`src/rtl/ckpt_pkg.sv`:
```
package ckpt_pkg;
    localparam int CK_ADDR_W = 4;
    localparam int CK_DATA_W = 8;
    localparam int CK_WORDS  = 2 ** CK_ADDR_W;

    typedef enum logic {
        ST_RUN  = 1'b0,
        ST_UNDO = 1'b1
    } walk_state_e;

    typedef struct packed {
        logic                 epoch;
        logic [CK_ADDR_W-1:0] addr;
        logic [CK_DATA_W-1:0] old;
    } undo_rec_t;

    function automatic undo_rec_t make_rec(input logic ep,
                                           input logic [CK_ADDR_W-1:0] a,
                                           input logic [CK_DATA_W-1:0] d);
        undo_rec_t r;
        r.epoch = ep;
        r.addr  = a;
        r.old   = d;
        return r;
    endfunction
endpackage

```
`src/rtl/ckpt_word_store.sv`:
```
module ckpt_word_store
    import ckpt_pkg::*;
(
    input  logic                 clk,
    input  logic                 rst,
    input  logic                 we,
    input  logic [CK_ADDR_W-1:0] waddr,
    input  logic [CK_DATA_W-1:0] wdata,
    input  logic                 mark,
    input  logic                 clr_marks,
    input  logic [CK_ADDR_W-1:0] raddr,
    output logic [CK_DATA_W-1:0] rdata,
    output logic [CK_DATA_W-1:0] prior,
    output logic                 prior_marked
);
    logic [CK_DATA_W-1:0] words [CK_WORDS];
    logic [CK_WORDS-1:0]  touched;

    assign rdata        = words[raddr];
    assign prior        = words[waddr];
    assign prior_marked = touched[waddr];

    always_ff @(posedge clk) begin
        if (rst) begin
            for (int i = 0; i < CK_WORDS; i++) begin
                words[i] <= '0;
            end
            touched <= '0;
        end else begin
            if (we) begin
                words[waddr] <= wdata;
            end
            if (clr_marks) begin
                touched <= '0;
            end
            if (mark) begin
                touched[waddr] <= 1'b1;
            end
        end
    end
endmodule

```
`src/rtl/ckpt_undo_ring.sv`:
```
module ckpt_undo_ring
    import ckpt_pkg::*;
#(
    parameter int DEPTH = 16,
    localparam int PTR_W = $clog2(DEPTH),
    localparam int CNT_W = PTR_W + 1
) (
    input  logic             clk,
    input  logic             rst,
    input  logic             flush,
    input  logic             advance,
    input  logic             push,
    input  undo_rec_t        push_rec,
    input  logic             pop,
    output logic [CNT_W-1:0] cnt_old,
    output logic [CNT_W-1:0] cnt_cur,
    output undo_rec_t        top_rec
);
    undo_rec_t        ring [DEPTH];
    logic [PTR_W-1:0] head;
    logic [PTR_W-1:0] tail;

    assign top_rec = ring[tail - PTR_W'(1)];

    always_ff @(posedge clk) begin
        if (push) begin
            ring[tail] <= push_rec;
        end
    end

    always_ff @(posedge clk) begin
        if (rst || flush) begin
            head    <= '0;
            tail    <= '0;
            cnt_old <= '0;
            cnt_cur <= '0;
        end else if (pop) begin
            tail <= tail - PTR_W'(1);
            if (cnt_cur != '0) begin
                cnt_cur <= cnt_cur - CNT_W'(1);
            end else begin
                cnt_old <= cnt_old - CNT_W'(1);
            end
        end else begin
            if (push) begin
                tail <= tail + PTR_W'(1);
            end
            if (advance) begin
                head    <= head + cnt_old[PTR_W-1:0];
                cnt_old <= cnt_cur;
                cnt_cur <= push ? CNT_W'(1) : '0;
            end else if (push) begin
                cnt_cur <= cnt_cur + CNT_W'(1);
            end
        end
    end
endmodule

```
`src/rtl/ckpt_mem.sv`:
```
module ckpt_mem
    import ckpt_pkg::*;
#(
    parameter int LOG_DEPTH = 16,
    localparam int CNT_W = $clog2(LOG_DEPTH) + 1
) (
    input  logic                 clk,
    input  logic                 rst,
    input  logic                 rd_en,
    input  logic [CK_ADDR_W-1:0] rd_addr,
    output logic [CK_DATA_W-1:0] rd_data,
    input  logic                 wr_en,
    input  logic [CK_ADDR_W-1:0] wr_addr,
    input  logic [CK_DATA_W-1:0] wr_data,
    input  logic                 ckpt_strobe,
    input  logic                 rollback_strobe,
    output logic                 busy,
    output logic                 log_full
);
    walk_state_e          st;
    logic                 cur_epoch;
    logic [CNT_W-1:0]     cnt_old;
    logic [CNT_W-1:0]     cnt_cur;
    logic [CNT_W-1:0]     log_total;
    undo_rec_t            top_rec;
    logic [CK_DATA_W-1:0] store_rdata;
    logic [CK_DATA_W-1:0] prior;
    logic                 prior_marked;

    logic idle, rb_go, cp_go, need_log, room, wr_go, push, pop, walk_done;
    logic [CK_ADDR_W-1:0] st_addr;
    logic [CK_DATA_W-1:0] st_data;

    assign idle      = (st == ST_RUN);
    assign rb_go     = rollback_strobe && idle;
    assign cp_go     = ckpt_strobe && idle && !rollback_strobe;
    assign log_total = cnt_old + cnt_cur;
    // A checkpoint in the same cycle clears every mark, so the write needs an entry
    assign need_log  = cp_go || !prior_marked;
    assign room      = cp_go ? (cnt_cur != CNT_W'(LOG_DEPTH))
                             : (log_total != CNT_W'(LOG_DEPTH));
    assign wr_go     = wr_en && idle && !rollback_strobe && (!need_log || room);
    assign push      = wr_go && need_log;
    assign pop       = !idle && (log_total != '0);
    assign walk_done = !idle && (log_total == '0);
    assign st_addr   = pop ? top_rec.addr : wr_addr;
    assign st_data   = pop ? top_rec.old : wr_data;

    ckpt_word_store i_store (
        .clk          (clk),
        .rst          (rst),
        .we           (wr_go || pop),
        .waddr        (st_addr),
        .wdata        (st_data),
        .mark         (wr_go),
        .clr_marks    (cp_go || walk_done),
        .raddr        (rd_addr),
        .rdata        (store_rdata),
        .prior        (prior),
        .prior_marked (prior_marked)
    );

    ckpt_undo_ring #(.DEPTH(LOG_DEPTH)) i_ring (
        .clk      (clk),
        .rst      (rst),
        .flush    (walk_done),
        .advance  (cp_go),
        .push     (push),
        .push_rec (make_rec(cur_epoch ^ cp_go, wr_addr, prior)),
        .pop      (pop),
        .cnt_old  (cnt_old),
        .cnt_cur  (cnt_cur),
        .top_rec  (top_rec)
    );

    always_ff @(posedge clk) begin
        if (rst) begin
            st        <= ST_RUN;
            cur_epoch <= 1'b0;
            rd_data   <= '0;
        end else begin
            if (rb_go) begin
                st <= ST_UNDO;
            end else if (walk_done) begin
                st <= ST_RUN;
            end
            if (cp_go) begin
                cur_epoch <= ~cur_epoch;
            end
            if (rd_en && idle && !rollback_strobe) begin
                rd_data <= store_rdata;
            end
        end
    end

    assign busy     = !idle;
    assign log_full = (log_total == CNT_W'(LOG_DEPTH));
endmodule

```
`config.mk`:
```
export PLATFORM = sky130hd
export DESIGN_NAME = ckpt_mem
export DESIGN_NICKNAME = d
export VERILOG_FILES = /design/src/rtl/ckpt_pkg.sv /design/src/rtl/ckpt_word_store.sv /design/src/rtl/ckpt_undo_ring.sv /design/src/rtl/ckpt_mem.sv
export SDC_FILE = /design/constraint.sdc
export NUM_CORES = 1
export LEC_CHECK = 0
export ABC_AREA = 1
export BUFFER_PORTS_ARGS = -buffer_cell sky130_fd_sc_hd__buf_2
export CORE_UTILIZATION = 50
export CTS_CLUSTER_SIZE = 10
export DETAILED_ROUTE_END_ITERATION = 8
export GPL_TIMING_DRIVEN = 0
export HOLD_SLACK_MARGIN = 0.02
export PLACE_DENSITY = 0.71
export SLEW_MARGIN = 20
export SYNTH_ARGS = -nofsm -noshare
export SYNTH_HDL_FRONTEND = slang
export SYNTH_SLANG_ARGS = --single-unit
```
`constraint.sdc`:
```
create_clock -name clk -period 11.9 [get_ports clk]
set_clock_uncertainty 0.15 [all_clocks]
set_input_delay 1.19 -clock clk [delete_from_list [all_inputs] [get_ports clk]]
set_output_delay 1.19 -clock clk [all_outputs]
set_load 0.01 [all_outputs]
```
==> flow_summary.yaml <==
run_status:
  status: "finished clean"
floorplanning:
  dieArea_sq_um: 35300
  row_count: 67
  die_w_um: 188
  die_y_um: 188
  core_sq_um: 33800
  io_pins: 32
  start_util: 0.511
global_routing:
  grt_max_degree: 19
  grt_pass1_wl_um: 77300
  grt-ovfl-total: 0
  grt_usage: 0.293
  grt_pass1_vias: 12852
  antenna_found_initial: 1
placement:
  gp_congestion: 1.06
  dpl.hpwl_um: 36200
  dp_cells: 2210
  placed_cell_area_sq_um: 18000
  port_buffers: 28
  place_ws_ns: 5.20
sta:
  hold_viol: 0
  fin_crit_ns: 6.95
  finalMaxSlewViolations: 0
  period_share: 0.584
  fmax_mhz: 144
  rsz0062_at_grt: "false"
  worst_slack_ns: 4.95
  finalSetupTns_ns: 0
  setup_viol: 0
  tightest_slew_ns: 1.11
  slew_headroom: 0.256
  whs_ns: 0.310
layout:
  antennaDiodeCount: 0
  final_nets: 1842
  layout_common_cells: "edfxtp_1, o21ai_0, nand2_1"
  drive_gt1_frac: 0.121
  area_growth_pct: 11.4
  design_area_sq_um: 19200
  final_common_cell: "edfxtp_1"
  fin_cells: 2270
logic_synthesis:
  ys_ff_latch: 359
  synth-edff-count: 320
  synth_xor_area_frac: 0.00406
  synthSimpleGateAreaFrac: 0.177
  yosysSeqAreaShare: 0.602
  yosysTopAreaCellShare: 0.557
  synth-compound-area-share: 0.148
  ys_warn_count: 0
  yosys.area_share.adder: 0.0106
  ys_types: 44
  synth_top_cell_by_area: "edfxtp_1"
  async_reset_ff_frac: 0
  synth_nets: 1770
  syn_area_sq_um: 17300
  synthTopCellsByArea: "edfxtp_1, o21ai_0, nor2_1"
  synth_top_family_by_area: "simple AND/OR/NAND/NOR gates"
  ys.flop_type: "edfxtp_1"
  syn_inst: 1734
  synth.area.mux_share: 0
  synth_area_per_cell_sq_um: 9.95
routing:
  wl_per_cell_um: 22.6
  viasPerCell: 6.04
  ant_nets: 0
  first_iter_violations: 1910
  dr.pass1.iters: 6
  drc: 0
  wl_um: 51300
  dr_total_vias: 13701
clock_network:
  cts_tree: "yes"
  clock_latency_ns: 0.56
  ctsResizeCount: 0
  clock_path_buffers: 3
  htreeDepth: 2
  cts_sinks: 359
  cts_hold_buf: 0
  clkTransAtPathRegs_ns: 0.06
  cts_buffers: 42
  cts-root-buf: "clkbuf_16"
  cts_setup_buffers: 0
setup_path:
  start_kind: "flop"
  critPathMaxStageDelay_ns: 0.87
  end_kind: "flop"
  crit_fanout: 16
  path_cells: "buf_6, inv_2, buf_4, buf_4, clkbuf_1, clkbuf_1, ha_1, buf_2, inv_1, buf_2, nand3_1, nand3_1, nand3_1, nand2_1, nand2_2, nand2_1, buf_4, buf_2, nand2_1, clkbuf_1, o21ai_0, o21ai_0, nand4_1"
  critPathRequiredTime_ns: 11.77
  slowest_stage: "nand4_1"
  critical_path_arrival_ns: 6.81
  rrSetupSlack_ns: 4.95
  crit_type: "reg2reg"
pwr:
  p_sw_mw: 2.00
  leakage_nw: 6.84
  comb_power_share: 0.401
  p_per_area_nw_per_um2: 247
  power.internal_mw: 2.75
  ir_drop_mv: 0.124
  clockPowerShare: 0.246
  power.share.switching: 0.421
  seqPwrFrac: 0.353
worst_hold_path:
  min_path_type: "reg2reg"
run:
  maxCapViolCount: 0
==> Yosys cell counts (2+ instances only) <==
cell      count
inv_1       126
a211oi_1     27
nand3_2      10
nand2_1     226
nand2_2      15
o32ai_1       8
or2_1         2
xor2_1        7
o21ai_0     257
o211ai_1     35
o21ai_1      16
o22ai_1      17
buf_2        13
a21oi_1      71
buf_1         5
ha_1         13
nand3b_1      2
inv_2         9
or2_2         2
a31oi_1       2
clkbuf_1     74
nand4_1      11
nor2_1      238
dfxtp_1      39
nand2_4       3
nor2_4        5
buf_4         5
nand3_4      10
nor3_1        2
o221ai_1     16
edfxtp_1    320
buf_6         6
nor2_2       45
nand3_1      87
==> final timing paths <==
path,to,from,depth (start not counted)
max,i_ring.ring[12][1],i_ring.tail[0],23
min,i_store.touched[3],i_store.touched[3],2
max reg2reg,i_ring.ring[12][1],i_ring.tail[0],23
min reg2reg,i_store.touched[3],i_store.touched[3],2
==> flip-flops by register name, indices dropped and copies added (netlist names) <==
| name | cells |
|---|---|
| rd_data | 8 |
| i_store.touched | 16 |
| i_ring.cnt_old | 5 |
| i_ring.ring | 192 |
| i_ring.tail | 4 |
| i_ring.cnt_cur | 5 |
| busy | 1 |
| i_store.words | 128 |
==> per-stage QoR <==
stage | total power, mW | utilization
floorplan | 2.86 | -
global placement | 3.50 | 0.532
detailed placement | 3.54 | 0.533
CTS | 4.70 | 0.569
global route | 4.94 | 0.569
finish | 4.74 | 0.569
==> worst max-delay path: cells and delay by family, from the launching register on <==
family / cells / cell delay [ns]
simple gates: 8 / 1.94
buf+inv: 12 / 2.97
compound gates: 2 / 0.77
fa+ha+maj: 1 / 0.24
flops: 1 / 0.34
==> per-layer routing <==
layer | track usage | up-vias | share of wire
met5 | 0 | - | 0
met4 | 0.0741 | 0 | 0.021
met3 | 0.0537 | 83 | 0.11
met2 | 0.442 | 791 | 0.44
met1 | 0.437 | 6610 | 0.42
li1 | - | 6217 | -
==> final cells by class <==
| class | instances | area (sq um) |
|---|---|---|
| Buffer | 104 | 487 |
| Clock buffer | 56 | 1140 |
| Clock inverter | 4 | 80.1 |
| Fill cell | 2905 | 14600 |
| Inverter | 137 | 517 |
| Multi-Input combinational cell | 1134 | 5910 |
| Sequential cell | 359 | 10400 |
| Tap cell | 448 | 561 |
| Timing Repair Buffer | 28 | 140 |
==> power groups by stage <==
stage	combinational (mW)	clock [mW]	sequential (mW)
finish	1.90	1.17	1.68
global route	2.04	1.22	1.68
CTS	1.85	1.18	1.67
detailed placement	1.84	0	1.70
global placement	1.80	0	1.70
floorplan	1.18	0	1.68
==> logic make-up after synthesis <==
kind of cell               after synthesis
and+or+nand+nor                        659
xor gates and xnor gates                 8
AOI/OAI and AO/OA                      453
DFF                                    359
buffers and inverters                  241
adders and majority gates               14
No activity file was read; power rests on OpenSTA's default activity.
